===== config.mk =====
export PLATFORM = sky130hd
export DESIGN_NAME = tgm_row_mapper
export DESIGN_NICKNAME = d
export VERILOG_FILES = /design/src/rtl/tgm_pkg.sv /design/src/rtl/tgm_low_pick.sv /design/src/rtl/tgm_prune_step.sv /design/src/rtl/tgm_row_mapper.sv
export SDC_FILE = /design/constraint.sdc
export NUM_CORES = 1
export LEC_CHECK = 0
export BUFFER_PORTS_ARGS = -buffer_cell sky130_fd_sc_hd__buf_2
export CORE_ASPECT_RATIO = 1.5
export CORE_MARGIN = 3
export CORE_UTILIZATION = 54
export CTS_BUF_LIST = sky130_fd_sc_hd__clkbuf_8
export DETAILED_ROUTE_END_ITERATION = 8
export HOLD_SLACK_MARGIN = 0.02
export PLACE_DENSITY = 0.79
export SLEW_MARGIN = 15
export SYNTH_ARGS = -nofsm -noshare
export SYNTH_HDL_FRONTEND = slang
export SYNTH_SLANG_ARGS = --single-unit
export TNS_END_PERCENT = 5

===== constraint.sdc =====
create_clock -name clk -period 3.1 [get_ports clk]
set_input_delay 0.465 -clock clk [delete_from_list [all_inputs] [get_ports clk]]
set_output_delay 0.465 -clock clk [all_outputs]
set_load 0.005 [all_outputs]

===== src/rtl/tgm_pkg.sv =====
package tgm_pkg;

   typedef enum logic [2:0] {
      ST_IDLE  = 3'd0,
      ST_PRUNE = 3'd1,
      ST_PH1   = 3'd2,
      ST_PH2   = 3'd3,
      ST_FIN   = 3'd4
   } tgm_state_e;

   function automatic int unsigned idx_width(input int unsigned w);
      return (w > 1) ? $clog2(w) : 1;
   endfunction

endpackage


===== src/rtl/tgm_low_pick.sv =====
// Finds the least significant set bit of a vector: its index, a flag that
// any bit is set, and the vector with that bit removed.
module tgm_low_pick #(
   parameter int WIDTH = 8,
   parameter int IDXW  = 3
) (
   input  logic [WIDTH-1:0] vec,
   output logic             found,
   output logic [IDXW-1:0]  idx,
   output logic [WIDTH-1:0] rest
);

   logic [WIDTH-1:0] seen_below;
   logic [WIDTH-1:0] first_hot;

   assign seen_below[0] = 1'b0;

   genvar gi;
   generate
      for (gi = 1; gi < WIDTH; gi++) begin : g_chain
         assign seen_below[gi] = seen_below[gi-1] | vec[gi-1];
      end
      for (gi = 0; gi < WIDTH; gi++) begin : g_hot
         assign first_hot[gi] = vec[gi] & ~seen_below[gi];
      end
   endgenerate

   always_comb begin
      idx = '0;
      for (int i = 0; i < WIDTH; i++) begin
         if (first_hot[i]) idx = idx | IDXW'(i);
      end
   end

   assign found = |vec;
   assign rest  = vec & ~first_hot;

endmodule


===== src/rtl/tgm_prune_step.sv =====
// One pruning step: clears the lowest set bit of the mask and reports
// whether the reduced mask still reaches the floor pattern.
module tgm_prune_step #(
   parameter int WIDTH = 8,
   parameter int IDXW  = 3
) (
   input  logic [WIDTH-1:0] mask,
   input  logic [WIDTH-1:0] floor_pat,
   output logic [WIDTH-1:0] next_mask,
   output logic             keep_going
);

   logic            any_bit;
   logic [IDXW-1:0] unused_idx;

   tgm_low_pick #(
      .WIDTH (WIDTH),
      .IDXW  (IDXW)
   ) u_pick (
      .vec   (mask),
      .found (any_bit),
      .idx   (unused_idx),
      .rest  (next_mask)
   );

   assign keep_going = any_bit && (next_mask >= floor_pat);

endmodule


===== src/rtl/tgm_row_mapper.sv =====
module tgm_row_mapper #(
   parameter int WIDTH = 8,
   parameter int IDXW  = tgm_pkg::idx_width(WIDTH)
) (
   input  logic             clk,
   input  logic             rst_n,
   input  logic             req_valid,
   output logic             req_ready,
   input  logic [WIDTH-1:0] req_src,
   input  logic [WIDTH-1:0] req_dst,
   output logic             gate_valid,
   input  logic             gate_ready,
   output logic [WIDTH-1:0] gate_ctrl,
   output logic [IDXW-1:0]  gate_tgt,
   output logic             seq_done,
   output logic             seq_err
);
   import tgm_pkg::*;

   localparam logic [WIDTH-1:0] ZERO_PAT = '0;

   generate
      if (WIDTH < 2 || WIDTH > 16) begin : g_bad_width
         $error("tgm_row_mapper: WIDTH must lie in 2..16");
      end
      if (IDXW < $clog2(WIDTH)) begin : g_bad_idx
         $error("tgm_row_mapper: IDXW too narrow for WIDTH");
      end
   endgenerate

   tgm_state_e       state_q;
   logic [WIDTH-1:0] src_q;
   logic [WIDTH-1:0] dst_q;
   logic [WIDTH-1:0] mask_q;
   logic [WIDTH-1:0] pend_q;
   logic             err_q;

   logic [WIDTH-1:0] prune_next;
   logic             prune_more;
   logic             pend_any;
   logic [IDXW-1:0]  pend_idx;
   logic [WIDTH-1:0] pend_rest;
   logic             accept;
   logic             emit_fire;
   logic             in_phase;

   tgm_prune_step #(
      .WIDTH (WIDTH),
      .IDXW  (IDXW)
   ) u_prune (
      .mask       (mask_q),
      .floor_pat  (dst_q),
      .next_mask  (prune_next),
      .keep_going (prune_more)
   );

   tgm_low_pick #(
      .WIDTH (WIDTH),
      .IDXW  (IDXW)
   ) u_target (
      .vec   (pend_q),
      .found (pend_any),
      .idx   (pend_idx),
      .rest  (pend_rest)
   );

   assign req_ready  = (state_q == ST_IDLE);
   assign accept     = req_valid && req_ready;
   assign in_phase   = (state_q == ST_PH1) || (state_q == ST_PH2);
   assign gate_valid = in_phase && pend_any;
   assign emit_fire  = gate_valid && gate_ready;
   assign gate_ctrl  = (state_q == ST_PH2) ? dst_q : mask_q;
   assign gate_tgt   = pend_idx;
   assign seq_done   = (state_q == ST_FIN);
   assign seq_err    = (state_q == ST_FIN) && err_q;

   always_ff @(posedge clk or negedge rst_n) begin
      if (!rst_n) begin
         state_q <= ST_IDLE;
         src_q   <= ZERO_PAT;
         dst_q   <= ZERO_PAT;
         mask_q  <= ZERO_PAT;
         pend_q  <= ZERO_PAT;
         err_q   <= 1'b0;
      end else begin
         unique case (state_q)
            ST_IDLE: begin
               if (accept) begin
                  src_q  <= req_src;
                  dst_q  <= req_dst;
                  mask_q <= req_src;
                  pend_q <= ZERO_PAT;
                  if (req_src == req_dst) begin
                     err_q   <= 1'b0;
                     state_q <= ST_FIN;
                  end else if (req_src < req_dst) begin
                     err_q   <= 1'b1;
                     state_q <= ST_FIN;
                  end else begin
                     err_q   <= 1'b0;
                     state_q <= ST_PRUNE;
                  end
               end
            end
            ST_PRUNE: begin
               if (prune_more) begin
                  mask_q <= prune_next;
               end else begin
                  pend_q  <= (src_q ^ dst_q) & ~mask_q;
                  state_q <= ST_PH1;
               end
            end
            ST_PH1: begin
               if (!pend_any) begin
                  pend_q  <= mask_q & ~dst_q;
                  state_q <= ST_PH2;
               end else if (emit_fire) begin
                  pend_q <= pend_rest;
               end
            end
            ST_PH2: begin
               if (!pend_any) begin
                  state_q <= ST_FIN;
               end else if (emit_fire) begin
                  pend_q <= pend_rest;
               end
            end
            ST_FIN: begin
               err_q   <= 1'b0;
               state_q <= ST_IDLE;
            end
            default: state_q <= ST_IDLE;
         endcase
      end
   end

endmodule


Word-level counts from Yosys, hierarchy flattened
Cells that the tools add are included.
W data, S select, Z words.
Operators by class
  $add $sub $neg: 0
  multipliers: 0
  divide/modulo/power cells: 0
  $lt $le $gt $ge: 2
  equality and inequality tests: 11
  shift-type cells: 0
  mux-type cells: 28
  bitwise gates (word level): 49
  reduce and logical (&&, ||, !) cells: 17
Operator list (number)
  $mux W8: 8
  $and A8 B8 Y8: 4
  $not A8 Y8: 4
  $pmux W8 S4: 1
  $mux W3: 10
  $pmux W8 S2: 1
  $reduce_or A8 Y1: 2
  $and A1 B1 Y1: 14
  $not A1 Y1: 14
  $or A1 B1 Y1: 12
  $pmux W3 S4: 1
  $ne A2 B2 Y1 const B: 5
  $eq A8 B8 Y1: 1
  $ge A8 B8 Y1: 1
  $lt A8 B8 Y1: 1
  $reduce_and A4 Y1: 2
  $xor A8 B8 Y8: 1
  $eq A3 B2 Y1 const B: 2
  $logic_and A1 B1 Y1: 5
  $mux W1: 4
  $mux W2: 2
  $reduce_and A2 Y1: 2
  $reduce_bool A2 Y1: 2
  $reduce_bool A4 Y1: 1
  other kinds (7): 7
Word-level totals
  flip-flop bits (word level): 36
  latch bits: 0
  bits in writable memories: 0
  ROM bits: 0
  bits of input ports: 20
  output and inout port bits: 15
  memories kept: 0

Depth between registers and ports, before layout
  depth after elaboration: 14
  gate-level depth with buffers: 10
  mapped depth without buffers: 10

By module
Synthesis repeated with hierarchy kept, for this count alone.
Second synthesis, totals
  cells, all modules: 323
  area total of the unflattened synthesis: 2832.7 um2
By module, submodules not included
  tgm_row_mapper: times used 1, cells each 248, area an instance 2344.7 um2
  tgm_low_pick: times used 2, cells each 24, area an instance 147.6 um2
  tgm_prune_step: times used 1, cells each 27, area an instance 192.7 um2

Worst setup path after synthesis
No wires, ideal clock.
  kind: register to register
  start: reg mask_q[2]
  end: reg pend_q[1]
  arrival time: 2968 ps
  slack: 6 ps
  stages on the path, launching flop included: 10
  period minus slack after synthesis: 3094 ps
  cell sequence: dfrtp_1 > or4_4 > or4_4 > and2_1 > ha_1 > a211oi_1 > nand2_1 > o211a_1 > a21o_1 > a221o_1
On the way
  word-level cells in the longest chain between the ends: 13
Ends and longest elaborated chain
  start, declared: RTL line tgm_row_mapper.sv:34  | logic [WIDTH-1:0] mask_q;
  start signal, assigned: RTL line tgm_row_mapper.sv:91  | mask_q <= req_src;
  start signal, assigned: RTL line tgm_row_mapper.sv:107  | mask_q <= prune_next;
  $or A1 B1 Y1 (5 in a row): RTL line tgm_low_pick.sv:21  | assign seen_below[gi] = seen_below[gi-1] | vec[gi-1];
  $not A1 Y1: RTL line tgm_low_pick.sv:24  | assign first_hot[gi] = vec[gi] & ~seen_below[gi];
  $and A1 B1 Y1: RTL line tgm_low_pick.sv:24
  $not A8 Y8: RTL line tgm_low_pick.sv:36  | assign rest = vec & ~first_hot;
  $and A8 B8 Y8: RTL line tgm_low_pick.sv:36
  $ge A8 B8 Y1: RTL line tgm_prune_step.sv:26  | assign keep_going = any_bit && (next_mask >= floor_pat);
  $logic_and A1 B1 Y1 *: RTL line tgm_prune_step.sv:26
  $ne A2 B2 Y1 (no line) *
  $reduce_and A4 Y1 (no line) *
  end signal, assigned: RTL line tgm_row_mapper.sv:109  | pend_q <= (src_q ^ dst_q) & ~mask_q;
  end signal, assigned: RTL line tgm_row_mapper.sv:115  | pend_q <= mask_q & ~dst_q;
  end signal, assigned: RTL line tgm_row_mapper.sv:118  | pend_q <= pend_rest;
  end, declared: RTL line tgm_row_mapper.sv:35  | logic [WIDTH-1:0] pend_q;
Every way passes the cells marked *; elsewhere a longest branch is shown, timed or not.
A chain may end at the register's enable or synchronous reset.

Worst setup path in the final report
Same ends and word-level chain as after synthesis.

==> out/qor.yml <==
outcome: "finished, final reports clean"
area_delta_synth_final_pct: 19.1
p_sw_mw: 1.33
viasPerCell: 5.97
drc: 0
drtPass1Iterations: 4
p_seq_share_pct: 29.8
detail-route-antenna-nets: 0
p_comb_share_pct: 56.4
peakVddDrop_mv: 0.456
synth_simple_gate_area_share_pct: 21.7
antennaDiodeCount: 0
r2r_end: "pend_q[1]"
critPathKind: "flip-flop to flip-flop"
setup_viol_count_final: 0
report.final.slew_viol_count: 0
end_kind: "flip-flop"
detail_route.iter0.violations: 106
leakage_nw: 1.47
ff2ff_path_depth: 11
synth_top_family_by_area: "compound AO/OA/AOI/OAI gates"
vias: 2340
synth_top_area_share_pct: 36.9
worst_pin_slew_ns: 0.863
async_flop_share_pct: 100
synth_fa_ha_area_share_pct: 7.70
clk_pin_slew_ns: 0.07
place.gp.congestion: 0.891
die_w_um: 60.9
fin_ws_ns: 0.109
cp.required_ns: 3.28
crit_start: "mask_q[2]"
cp-start-kind: "flip-flop"
slew_headroom_pct: 42.4
synthXorXnorAreaFrac_pct: 3.23
cellPowerDensity_mw_per_mm2: 1030
rows: 29
grt_use_total_pct: 26.7
reg2reg_slack_ns: 0.11
cts_root_buf: "clkbuf_8"
die_area_sq_mm: 0.00537
syn_nets: 330
arrival_ns: 3.17
clk_latency_ns: 0.30
hold_path.class: "input pin to async pin"
synth_top_area_cell: "dfrtp_1"
htree_num_levels: 2
synth-edff-count: 0
final.setup_skew_ns: 0.00695
reg2reg_from: "mask_q[2]"
synth_area_sq_mm: 0.00244
cts_tree: "done"
p_clk_share_pct: 13.8
hold_viol_final: 0
crit_fanout: 3
ys_seq_area_share_pct: 36.9
die_h_um: 88.3
synth_area_per_cell_sq_um: 8.27
period_needed_ns: 2.99
timing.final.crit_share_pct: 96.5
drive_above_1_share_pct: 21.4
nets: 380
grt_antenna_before_repair: 0
synth_compound_area_share_pct: 23.4
synth_warnings: 0
grt_max_degree: 37
clock_sinks: 36
synthTopCellsByArea: "dfrtp_1 37%, nand2_1 8.0%, ha_1 7.7%"
portBuffers: 34
synth.distinct_cells: 52
grt.overflow.total: 0
fillers: 376
place_ws_ns: -0.0761
p_int_mw: 1.65
post-route-util_pct: 67.9
dp_hpwl_um: 4900
max_freq_mhz: 334
cts_hold_buf: 0
design.core.area_sq_mm: 0.00428
maxCapViolCount: 0
syn_inst: 295
grt_pass1_vias: 2308
io_pins: 35
critPathCapture: "pend_q[1]"
drt_wl_total_um: 6460
switching_share_pct: 44.6
synth_ff_type: "dfrtp_1"
initial_utilization_pct: 57.0
ys_seq_elements: 36
cts_inserted_buffers: 5
wl_per_cell_um: 16.5
rsz0062_at_grt: "yes"
grt_pass1_wl_um: 10500
cts_buffer_depth: 2
synth.area.mux_share_pct: 1.28
cell usage in the layout, fill, tap and decap left out, types with 6 or more instances in the layout:
master,count
nor2_1,12
o31ai_1,9
o21ai_0,28
nand2_1,51
nand3_1,12
inv_1,29
a21oi_1,12
a22o_1,6
buf_4,18
buf_2,34
ha_1,14
dfrtp_1,36
xor2_1,8
worst min path at each step:
stage | start | to | slack (ns) | depth (start not counted)
floorplan | rst_n | dst_q[0] | 0.17 | 0
global placement | src_q[4] | src_q[4] | 0.48 | 2
detailed placement | src_q[4] | src_q[4] | 0.48 | 2
CTS | rst_n | src_q[6] | 0.29 | 1
global route | rst_n | src_q[6] | 0.31 | 1
finish | rst_n | pend_q[7] | 0.25 | 1
final cells by class:
class / instances / area [sq um] / share of cell area [%]
tap: 46 / 57.6 / 1.98
timing repair buffer: 52 / 305 / 10.5
sequential: 36 / 901 / 31.0
clock inverter: 3 / 38.8 / 1.34
inverter: 28 / 105 / 3.62
multi-input combinational: 222 / 1430 / 49.2
clock buffer: 5 / 68.8 / 2.37
sequential cells by signal, summed over array words and instances (netlist names):
name	flops
dst_q	8
pend_q	8
state_q	3
mask_q	8
err_q	1
src_q	8
metal layers:
| layer | up-vias | GRT usage, % | part of all wire (%) |
|---|---|---|---|
| met1 | 1104 | 29.3 | 38 |
| li1 | 1149 | - | - |
| met4 | 0 | 13.6 | 3.5 |
| met3 | 20 | 4.38 | 5.1 |
| met2 | 67 | 47.8 | 53 |
| met5 | - | 0 | 0 |
worst max-delay path: stages, from the launching register on:
cell and delay, ns:
dfrtp_1 0.38, or4_4 0.55, buf_4 0.16, or3_1 0.34, nand2_2 0.10, inv_1 0.04, ha_1 0.19, a211oi_2 0.25
nand2_1 0.10, o211a_1 0.26, a21o_1 0.18, a221o_1 0.34
power groups by stage:
stage | logic [mW] | clock network [mW] | registers (mW)
floorplan | 1.09 | 0 | 0.828
global placement | 1.57 | 0 | 0.883
detailed placement | 1.61 | 0 | 0.896
CTS | 1.63 | 0.412 | 0.885
global route | 1.87 | 0.435 | 0.924
finish | 1.68 | 0.411 | 0.889
synth_stat cells, types with 2 or more instances:
library cell,n
nor3_1,5
o221ai_1,3
or3b_2,2
inv_1,28
nor4_1,3
ha_1,15
clkbuf_1,7
a21oi_1,12
mux2i_1,2
o211ai_1,4
o22ai_1,2
or4_4,2
nand3_1,12
a21o_1,4
nand2_1,52
xor2_1,8
o21ai_0,28
o31ai_1,9
a31oi_1,3
a211oi_1,3
and2_1,4
dfrtp_1,36
nor2b_1,4
nand4_1,3
a22o_1,6
nor2_1,12
stage by stage:
step                      total power [mW]  instance area (sq um)  TNS, ns  hold WS [ns]  instances
after floorplan                       1.92                   2440        0         0.169        295
after global placement                2.45                   2760        0         0.477        383
after detailed placement              2.50                   2760   -0.219         0.482        383
after CTS                             2.93                   2870   -0.159         0.291        392
after global routing                  3.23                   2910  -0.0683         0.313        392
final                                 2.98                   2910        0         0.253        392
what timing repair did:
item	in CTS	in global routing
pin swaps	1	5
setup buffers	1	0
resized for setup	0	5
setup endpoints to repair	8	18
cells by family (layout without fill, tap and decap cells):
family / count (synthesis) / after routing
simple gates: 108 / 108
compound gates: 87 / 87
buf+inv: 37 / 88
flops: 36 / 36
fa+ha+maj: 15 / 15
xor+xnor: 9 / 9
mux: 3 / 3
Power figures use the tool's default switching activity.
